--- src/rtl/tsf_pkg.sv ---
package tsf_pkg;

   typedef enum logic [1:0] {
      ST_IDLE    = 2'd0,
      ST_COLLECT = 2'd1,
      ST_DRAIN   = 2'd2
   } burst_state_t;

   typedef struct packed {
      logic touch;
      logic valid;
   } report_flags_t;

endpackage

--- src/rtl/tsf_word_unpack.sv ---
module tsf_word_unpack #(
   parameter int WORD_W    = 32,
   parameter int COORD_W   = 10,
   parameter int X_LSB     = 16,
   parameter int Y_LSB     = 0,
   parameter int PEN_BIT   = 31,
   parameter bit INVERT_EN = 1'b1
) (
   input  logic [WORD_W-1:0]  word_i,
   output logic [COORD_W-1:0] x_o,
   output logic [COORD_W-1:0] y_o,
   output logic               pen_up_o
);

   localparam logic [COORD_W-1:0] COORD_MAX = '1;

   if (X_LSB + COORD_W > WORD_W) begin : g_bad_x
      $error("X field does not fit in the word");
   end
   if (Y_LSB + COORD_W > WORD_W) begin : g_bad_y
      $error("Y field does not fit in the word");
   end
   if (PEN_BIT >= WORD_W) begin : g_bad_pen
      $error("pen bit lies outside the word");
   end

   logic [COORD_W-1:0] raw_x;
   logic [COORD_W-1:0] raw_y;

   assign raw_x    = word_i[X_LSB +: COORD_W];
   assign raw_y    = word_i[Y_LSB +: COORD_W];
   assign pen_up_o = word_i[PEN_BIT];

   if (INVERT_EN) begin : g_invert
      assign x_o = COORD_MAX - raw_x;
      assign y_o = COORD_MAX - raw_y;
   end else begin : g_direct
      assign x_o = raw_x;
      assign y_o = raw_y;
   end

endmodule

--- src/rtl/tsf_burst_ctrl.sv ---
module tsf_burst_ctrl
   import tsf_pkg::*;
#(
   parameter int BURST_LEN = 4,
   parameter int CNT_W     = (BURST_LEN > 1) ? $clog2(BURST_LEN) : 1
) (
   input  logic             clk,
   input  logic             rst_n,
   input  logic             start_i,
   input  logic             ovr_i,
   input  logic             fifo_valid_i,
   output logic             fifo_ready_o,
   output logic             pop_o,
   output logic [CNT_W-1:0] idx_o,
   output logic             launch_o,
   output logic             done_o,
   output logic             full_o,
   output logic             drain_o
);

   localparam logic [CNT_W-1:0] LAST_IDX = CNT_W'(BURST_LEN - 1);

   if (BURST_LEN < 3) begin : g_bad_len
      $error("a burst needs at least three samples");
   end

   burst_state_t       st_q;
   logic [CNT_W-1:0]   cnt_q;
   logic               at_last;

   assign fifo_ready_o = (st_q != ST_IDLE);
   assign pop_o        = fifo_ready_o & fifo_valid_i;
   assign idx_o        = cnt_q;
   assign launch_o     = (st_q == ST_IDLE) & start_i;
   assign at_last      = (cnt_q == LAST_IDX);
   assign full_o       = (st_q == ST_COLLECT) & fifo_valid_i & at_last;
   assign done_o       = (st_q == ST_COLLECT) & (~fifo_valid_i | at_last);
   assign drain_o      = (st_q == ST_DRAIN);

   always_ff @(posedge clk or negedge rst_n) begin
      if (!rst_n) begin
         st_q  <= ST_IDLE;
         cnt_q <= '0;
      end else begin
         unique case (st_q)
            ST_IDLE: begin
               cnt_q <= '0;
               if (start_i) begin
                  st_q <= ovr_i ? ST_DRAIN : ST_COLLECT;
               end
            end
            ST_COLLECT: begin
               if (done_o) begin
                  st_q <= ST_IDLE;
               end else if (pop_o) begin
                  cnt_q <= cnt_q + 1'b1;
               end
            end
            ST_DRAIN: begin
               if (!fifo_valid_i) begin
                  st_q <= ST_IDLE;
               end
            end
            default: st_q <= ST_IDLE;
         endcase
      end
   end

endmodule

--- src/rtl/tsf_pair_avg.sv ---
module tsf_pair_avg #(
   parameter int COORD_W    = 10,
   parameter int BURST_LEN  = 4,
   parameter int PICK_FIRST = 1,
   parameter int CNT_W      = 2,
   parameter int AXES       = 2
) (
   input  logic                          clk,
   input  logic                          rst_n,
   input  logic                          clear_i,
   input  logic                          pop_i,
   input  logic [CNT_W-1:0]              idx_i,
   input  logic [AXES-1:0][COORD_W-1:0]  coord_i,
   output logic [AXES-1:0][COORD_W-1:0]  avg_o
);

   localparam int SUM_W = COORD_W + 1;
   localparam logic [CNT_W-1:0] PICK_A = CNT_W'(PICK_FIRST);
   localparam logic [CNT_W-1:0] PICK_B = CNT_W'(PICK_FIRST + 1);

   if (PICK_FIRST < 0 || PICK_FIRST + 2 > BURST_LEN - 1) begin : g_bad_pick
      $error("averaged pair must finish before the last sample");
   end

   logic picked;
   assign picked = pop_i & ((idx_i == PICK_A) | (idx_i == PICK_B));

   for (genvar a = 0; a < AXES; a++) begin : g_axis
      logic [SUM_W-1:0] sum_q;

      always_ff @(posedge clk or negedge rst_n) begin
         if (!rst_n) begin
            sum_q <= '0;
         end else if (clear_i) begin
            sum_q <= '0;
         end else if (picked) begin
            sum_q <= sum_q + SUM_W'(coord_i[a]);
         end
      end

      assign avg_o[a] = sum_q[SUM_W-1:1];
   end

endmodule

--- src/rtl/touch_report_filter.sv ---
module touch_report_filter
   import tsf_pkg::*;
#(
   parameter int WORD_W     = 32,
   parameter int COORD_W    = 10,
   parameter int X_LSB      = 16,
   parameter int Y_LSB      = 0,
   parameter int PEN_BIT    = 31,
   parameter int BURST_LEN  = 4,
   parameter int PICK_FIRST = 1,
   parameter bit INVERT_EN  = 1'b1
) (
   input  logic               clk,
   input  logic               rst_n,
   input  logic               irq_i,
   input  logic               start_i,
   input  logic               ovr_i,
   input  logic               fifo_valid_i,
   input  logic [WORD_W-1:0]  fifo_data_i,
   output logic               fifo_ready_o,
   output logic               rpt_valid_o,
   output logic [COORD_W-1:0] rpt_x_o,
   output logic [COORD_W-1:0] rpt_y_o,
   output logic               rpt_touch_o
);

   localparam int CNT_W = (BURST_LEN > 1) ? $clog2(BURST_LEN) : 1;
   localparam int AX_X  = 0;
   localparam int AX_Y  = 1;

   logic                         req;
   logic                         pop;
   logic [CNT_W-1:0]             idx;
   logic                         launch;
   logic                         done;
   logic                         full;
   logic                         drain_busy;
   logic [COORD_W-1:0]           cur_x;
   logic [COORD_W-1:0]           cur_y;
   logic                         cur_pen_up;
   logic [1:0][COORD_W-1:0]      cur_xy;
   logic [1:0][COORD_W-1:0]      avg_xy;
   report_flags_t                flags_q;
   logic [COORD_W-1:0]           x_q;
   logic [COORD_W-1:0]           y_q;

   assign req = irq_i | start_i;

   tsf_burst_ctrl #(
      .BURST_LEN (BURST_LEN),
      .CNT_W     (CNT_W)
   ) u_ctrl (
      .clk          (clk),
      .rst_n        (rst_n),
      .start_i      (req),
      .ovr_i        (ovr_i),
      .fifo_valid_i (fifo_valid_i),
      .fifo_ready_o (fifo_ready_o),
      .pop_o        (pop),
      .idx_o        (idx),
      .launch_o     (launch),
      .done_o       (done),
      .full_o       (full),
      .drain_o      (drain_busy)
   );

   tsf_word_unpack #(
      .WORD_W    (WORD_W),
      .COORD_W   (COORD_W),
      .X_LSB     (X_LSB),
      .Y_LSB     (Y_LSB),
      .PEN_BIT   (PEN_BIT),
      .INVERT_EN (INVERT_EN)
   ) u_unpack (
      .word_i   (fifo_data_i),
      .x_o      (cur_x),
      .y_o      (cur_y),
      .pen_up_o (cur_pen_up)
   );

   assign cur_xy[AX_X] = cur_x;
   assign cur_xy[AX_Y] = cur_y;

   tsf_pair_avg #(
      .COORD_W    (COORD_W),
      .BURST_LEN  (BURST_LEN),
      .PICK_FIRST (PICK_FIRST),
      .CNT_W      (CNT_W),
      .AXES       (2)
   ) u_avg (
      .clk     (clk),
      .rst_n   (rst_n),
      .clear_i (launch),
      .pop_i   (pop & ~drain_busy),
      .idx_i   (idx),
      .coord_i (cur_xy),
      .avg_o   (avg_xy)
   );

   always_ff @(posedge clk or negedge rst_n) begin
      if (!rst_n) begin
         flags_q <= '0;
         x_q     <= '0;
         y_q     <= '0;
      end else begin
         flags_q.valid <= done;
         if (done) begin
            if (full && !cur_pen_up) begin
               flags_q.touch <= 1'b1;
               x_q           <= avg_xy[AX_X];
               y_q           <= avg_xy[AX_Y];
            end else begin
               flags_q.touch <= 1'b0;
            end
         end
      end
   end

   assign rpt_valid_o = flags_q.valid;
   assign rpt_touch_o = flags_q.touch;
   assign rpt_x_o     = x_q;
   assign rpt_y_o     = y_q;

endmodule

--- config.mk ---
export PLATFORM = sky130hd
export DESIGN_NAME = touch_report_filter
export DESIGN_NICKNAME = d
export VERILOG_FILES = /design/src/rtl/tsf_pkg.sv /design/src/rtl/tsf_word_unpack.sv /design/src/rtl/tsf_burst_ctrl.sv /design/src/rtl/tsf_pair_avg.sv /design/src/rtl/touch_report_filter.sv
export SDC_FILE = /design/constraint.sdc
export NUM_CORES = 1
export LEC_CHECK = 0
export BUFFER_PORTS_ARGS = -buffer_cell sky130_fd_sc_hd__buf_4
export CAP_MARGIN = 10
export CELL_PAD_IN_SITES_DETAIL_PLACEMENT = 1
export CELL_PAD_IN_SITES_GLOBAL_PLACEMENT = 2
export CORE_MARGIN = 10
export CORE_UTILIZATION = 25
export DETAILED_ROUTE_END_ITERATION = 8
export PLACE_DENSITY_LB_ADDON = 0.1
export RECOVER_POWER = 100
export SYNTH_ARGS = -nofsm -noshare
export SYNTH_HDL_FRONTEND = slang
export SYNTH_SLANG_ARGS = --single-unit
--- constraint.sdc ---
create_clock -name clk -period 3.1 [get_ports clk]
set_input_delay 0.155 -clock clk [delete_from_list [all_inputs] [get_ports clk]]
set_output_delay 0.155 -clock clk [all_outputs]
set_load 0.02 [all_outputs]
# Word-level counts from Yosys, hierarchy flattened

Cells that the tools add are included.

Word-level logic and storage cells: 57
Input bits: 38
Output and inout port bits: 23
Bits in registers: 48

Add/subtract/negate cells: 5
Mux-type cells: 13
Bitwise operators: 12
Reductions and logical operators: 9
Eq/ne operators: 10

Operators with widths:

| kind                                           | count |
|---|---|
| 2-to-1 mux 11 bit                              | 4 |
| adder 11 x 10 -> 11 bit                        | 2 |
| subtractor 10 bit (first input constant)       | 2 |
| 2-to-1 mux 2 bit                               | 6 |
| != test 2 bit (second input constant)          | 4 |
| bitwise AND 1 bit                              | 7 |
| == test 2 bit (second input constant)          | 3 |
| case mux 2 bit (3 select lines)                | 1 |
| AND reduction 3 bit                            | 2 |
| nonzero test 2 bit                             | 3 |
| == test 2 x 1 -> 1 bit (second input constant) | 2 |
| case mux 2 bit (2 select lines)                | 1 |
| bitwise OR 1 bit                               | 3 |
| adder 2 x 1 -> 2 bit (second input constant)   | 1 |
| logical NOT 2 bit                              | 1 |
| != test 2 x 1 -> 1 bit (second input constant) | 1 |
| NOT 1 bit                                      | 2 |
| AND reduction 2 bit                            | 1 |
| logical AND 1 bit                              | 1 |
| logical NOT 1 bit                              | 1 |
| 2-to-1 mux 1 bit                               | 1 |

# Depth between registers and ports, before layout

Word-level depth: 6
Gate-level depth with buffers: 8
Mapped depth without buffers: 8

# By module

Synthesis repeated with hierarchy kept, for this count alone.

Cells, all modules: 314
Area, all modules: 3,124.2 µm²

By module, submodules not included:

| module              | times used | area each (µm²) | seq. area each (µm²) | cells each |
|---|---|---|---|---|
| tsf_pair_avg        | 1          | 1,879.3         | 550.5                | 218 |
| touch_report_filter | 1          | 910.9           | 550.5                | 49 |
| tsf_burst_ctrl      | 1          | 251.5           | 100.1                | 26 |
| tsf_word_unpack     | 1          | 82.6            | 0.0                  | 21 |

# Worst setup path after synthesis

Ideal clock, no wire load.

Kind: reg-to-reg
From: register u_avg.g_axis[1].sum_q[0]
To: register u_avg.g_axis[1].sum_q[6]
Buffers on the path: 0
Clock period less this slack: 1.984 ns
Required time: 2.967 ns
Data arrival time: 1.851 ns
Cell stages (with the launch flop): 8
Library setup time: 0.133 ns
Setup slack: 1.116 ns
Cell sequence: dfrtp_1 ha_1 fa_1 a211oi_1 o21ai_0 a21oi_1 xor2_1 o21ai_0

Cells in the longest elaborated chain, start to end: 3

RTL lines:

| item                    | line               | source |
|---|---|---|
| from (decl)             | tsf_pair_avg.sv:29 | `logic [SUM_W-1:0] sum_q;` |
| from (signal assigned)  | tsf_pair_avg.sv:37 | `sum_q <= sum_q + SUM_W'(coord_i[a]);` |
| adder 11 x 10 -> 11 bit | tsf_pair_avg.sv:37 |  |
| 2-to-1 mux 11 bit       | tsf_pair_avg.sv:36 | `end else if (picked) begin` |
| 2-to-1 mux 11 bit       | tsf_pair_avg.sv:34 | `end else if (clear_i) begin` |

No other way between the ends. The select of a mux whose other input is x is not followed.
A chain may end at the register's enable or synchronous reset.

# Worst setup path in the final report

From: register u_ctrl.cnt_q[0], in the netlist u_ctrl.idx_o[0]
To: register u_avg.g_axis[0].sum_q[9]

Cells in the longest elaborated chain, start to end: 4
Elaborated cells on any way between the ends: 5
Those cells by class: 2 x eq/ne; 2 x bitwise; 1 x reduce/logical

RTL lines:

| item                                                           | line                 | source |
|---|---|---|
| from (decl)                                                    | tsf_burst_ctrl.sv:28 | `logic [CNT_W-1:0] cnt_q;` |
| from (signal assigned)                                         | tsf_burst_ctrl.sv:56 | `cnt_q <= cnt_q + 1'b1;` |
| == test 2 x 1 -> 1 bit / == test 2 bit (equally long branches) | tsf_pair_avg.sv:26   | `assign picked = pop_i & ((idx_i == PICK_A) \| (idx_i == PICK_B));` |
| bitwise OR 1 bit *                                             | tsf_pair_avg.sv:26   |  |
| bitwise AND 1 bit *                                            | tsf_pair_avg.sv:26   |  |
| nonzero test 2 bit (no line) *                                 | n/a                  |  |
| to (signal assigned)                                           | tsf_pair_avg.sv:37   |  |
| to (decl)                                                      | tsf_pair_avg.sv:29   |  |

Every way passes the cells marked *; elsewhere a longest branch is shown, timed or not.

==> flow_metrics.py <==
metrics = {
    "status": {
        "outcome": "complete, no violations",
    },
    "clock_tree": {
        "postCtsResizedCells": 0,
        "cts_buffer_depth": 2,
        "h-tree-depth": 2,
        "cts_setup_buffers": 0,
        "worstSkewPairLatency_ns": 0.29,
        "cts_tree": "yes",
        "clk_pin_slew_ns": 0.07,
        "numCtsBuffers": 5,
        "cts.sinks": 48,
        "root_buffer": "clkbuf_16",
    },
    "worst_setup_path": {
        "cp_num_buf_inv": 1,
        "path_delay_family": "simple AND/OR/NAND/NOR gates",
        "start_kind": "register",
        "slowest_stage": "clkbuf_1",
        "cp_max_fo": 14,
        "critPathRequiredTime_ns": 3.28,
        "cp_cell_sequence": "ha_1 > and3_1 > nor2_1 > clkbuf_1 > nand2_1 > o31ai_1",
        "worst-setup-path-type": "reg -> reg",
        "endpoint_kind": "register",
        "slowest_delay_ns": 0.64,
        "cp_data_arrival_time_ns": 2.69,
    },
    "placement": {
        "portBuffers": 49,
        "place_congestion": 0.749,
        "dpl.hpwl_um": 5430,
    },
    "sta": {
        "grt_setup_unrepaired": "false",
        "hold_viol_final": 0,
        "fin_setup_tns_ns": 0,
        "fin_skew_ns": 0.00678,
        "clock.fmax_ghz": 0.399,
        "worst_pin_slew_ns": 1.44,
        "slew_headroom_pct": 3.98,
        "period_needed_ns": 2.50,
        "fin_crit_sh_pct": 80.8,
        "setup_violations": 0,
        "drv_slew": 0,
    },
    "global_routing": {
        "grt_pass1_wl_um": 12400,
        "grt-ovfl-total": 0,
        "antenna_found_initial": 0,
        "grt_max_degree": 49,
        "gr-usage-all-layers_pct": 9.41,
        "grt.met3_usage_pct": 2.31,
        "grt_use_met2_pct": 14.5,
        "use_met1_pct": 12.7,
        "gr-max-usage-layer": "met2",
        "grt_pass1_vias": 2396,
    },
    "yosys": {
        "async_reset_ff_share_pct": 100,
        "ys_ff_latch": 48,
        "ys.flop_type": "dfrtp_1",
        "yosysTopAreaCell": "dfrtp_1",
        "synth.most_common_cell": "dfrtp_1",
        "avgSynthCellArea_sq_um": 10.2,
        "syn_inst": 274,
        "netlist_area_sq_mm": 0.00281,
        "ys_seq_area_share_pct": 42.8,
        "ys_types": 43,
        "synth_edf_count": 0,
        "yosys_warnings": 0,
        "yosys-top-cells-area": "dfrtp_1 43%, ha_1 9.4%, mux2_2 8.4%",
        "synth_top_area_share_pct": 42.8,
        "syn-num-nets": 335,
        "synthTopCellsByCount": "48 x dfrtp_1, 26 x o21ai_0, 23 x inv_1",
    },
    "floorplanning": {
        "start_util_pct": 25.7,
        "die_w_um": 126,
        "die_h_um": 126,
        "rows": 38,
        "core-area_sq_mm": 0.0109,
        "dieArea_sq_mm": 0.0159,
        "io_pins": 61,
    },
    "pwr": {
        "power.leakage_nw": 1.67,
        "p_per_area_mw_per_mm2": 501,
        "vdd_drop_max_uv": 203,
        "finalPower_mw": 1.68,
    },
    "hold_path": {
        "hold_path.class": "in -> reg",
    },
    "final_layout": {
        "layout-drive-gt1-share_pct": 19.4,
        "final_util_pct": 30.7,
        "antennaDiodeCount": 0,
        "fin_nets": 386,
        "area_growth_pct": 19.6,
    },
    "drt": {
        "vias": 2161,
        "ant_nets": 0,
        "wl_per_cell_um": 15.8,
        "drt_pass1_iterations": 4,
        "wl_um": 7330,
        "first_iter_violations": 60,
        "via_per_inst": 4.65,
        "drc": 0,
    },
    "flow_run": {
        "max-cap-violations": 0,
    },
}
-- worst register-to-register path, cell delays in order (launching register included) --
cell and delay (ns):
dfrtp_1 0.40, ha_1 0.36, and3_1 0.30, nor2_1 0.49, clkbuf_1 0.64, nand2_1 0.12, o31ai_1 0.09
-- registers in the layout, summed over array words and instances (netlist names) --
signal              count
u_ctrl.idx_o            2
rpt_x_o                10
u_ctrl.st_q             2
rpt_valid_o             1
rpt_y_o                10
rpt_touch_o             1
u_avg.g_axis.sum_q     22
-- per-stage QoR --
stage          area [sq um]  hold slack [ns]  std cells  setup WS [ns]
2_1_floorplan          2810           -0.141        274           1.12
3_3_place_gp           3310            0.243        457          0.808
3_5_place_dp           3310            0.242        457          0.751
4_1_cts                3460            0.165        465          0.738
5_1_grt                3360            0.187        465          0.288
6_report               3360            0.165        465          0.596
-- cells in the final DEF (no fill, tap or decap), types with 4 or more instances in the layout --
| cell type | synthesis | routed |
|---|---|---|
| dfrtp_1 | 48 | 48 |
| nor2_1 | 18 | 18 |
| a22o_1 | 8 | 8 |
| nand2_1 | 21 | 21 |
| ha_1 | 21 | 21 |
| xor2_1 | 7 | 7 |
| a21oi_1 | 10 | 10 |
| buf_4 | 0 | 25 |
| clkbuf_16 | 0 | 5 |
| a31oi_1 | 4 | 4 |
| o21ai_0 | 26 | 26 |
| a21o_1 | 5 | 5 |
| mux2_2 | 21 | 21 |
| clkbuf_1 | 1 | 26 |
| and3_1 | 4 | 4 |
| inv_1 | 23 | 23 |
| a211oi_1 | 6 | 7 |
-- power by group --
part	switching, mW	total [mW]	leakage, nW	internal [mW]
Sequential	0.0515	0.725	0.665	0.673
Clock	0.230	0.524	0.0667	0.294
Combinational	0.252	0.431	0.937	0.178
Total	0.534	1.68	1.67	1.15
-- final cells by class --
type	instances	area, sq um
clock buffers	6	129
clock inverters	1	5.00
fillers	1280	7580
inverters	23	86.3
multi-input cells	195	1460
flip-flops and latches	48	1200
well taps	140	175
repair buffers	52	297
-- timing repair --
item / in CTS / in global routing
endpoints found under the setup margin: 0 / 0
hold endpoints to repair: 48 / 0
hold buffers: 1 / 0
-- kinds of logic after synthesis --
family	after synthesis	synth area share, %
compound gates	78	18.5
xor+xnor	10	3.12
fa+ha+maj	23	10.8
buf+inv	31	4.90
flops	48	42.8
mux	22	8.78
simple gates	62	11.1
-- metal layers --
layer  up-vias  wire length (um)
met3         6               209
met4         0                77
met5         -                 0
li1       1074                 -
met1      1047              3840
met2        34              3200
-- path summary, 6_finish.rpt --
check                                               start                        end  slack (ns)  depth (start not counted)
max in group asynchronous                           rst_n                 rpt_y_o[6]        1.67                          2
min in group asynchronous                           rst_n            u_ctrl.idx_o[0]        0.67                          2
worst min register to register  u_avg.g_axis[0].sum_q[10]  u_avg.g_axis[0].sum_q[10]        0.48                          1
worst max-delay path                      u_ctrl.idx_o[0]   u_avg.g_axis[0].sum_q[9]        0.60                          6
worst max register to register            u_ctrl.idx_o[0]   u_avg.g_axis[0].sum_q[9]        0.60                          6
worst min-delay path                         fifo_valid_i             u_ctrl.st_q[1]        0.16                          3
Power figures use the tool's default switching activity.
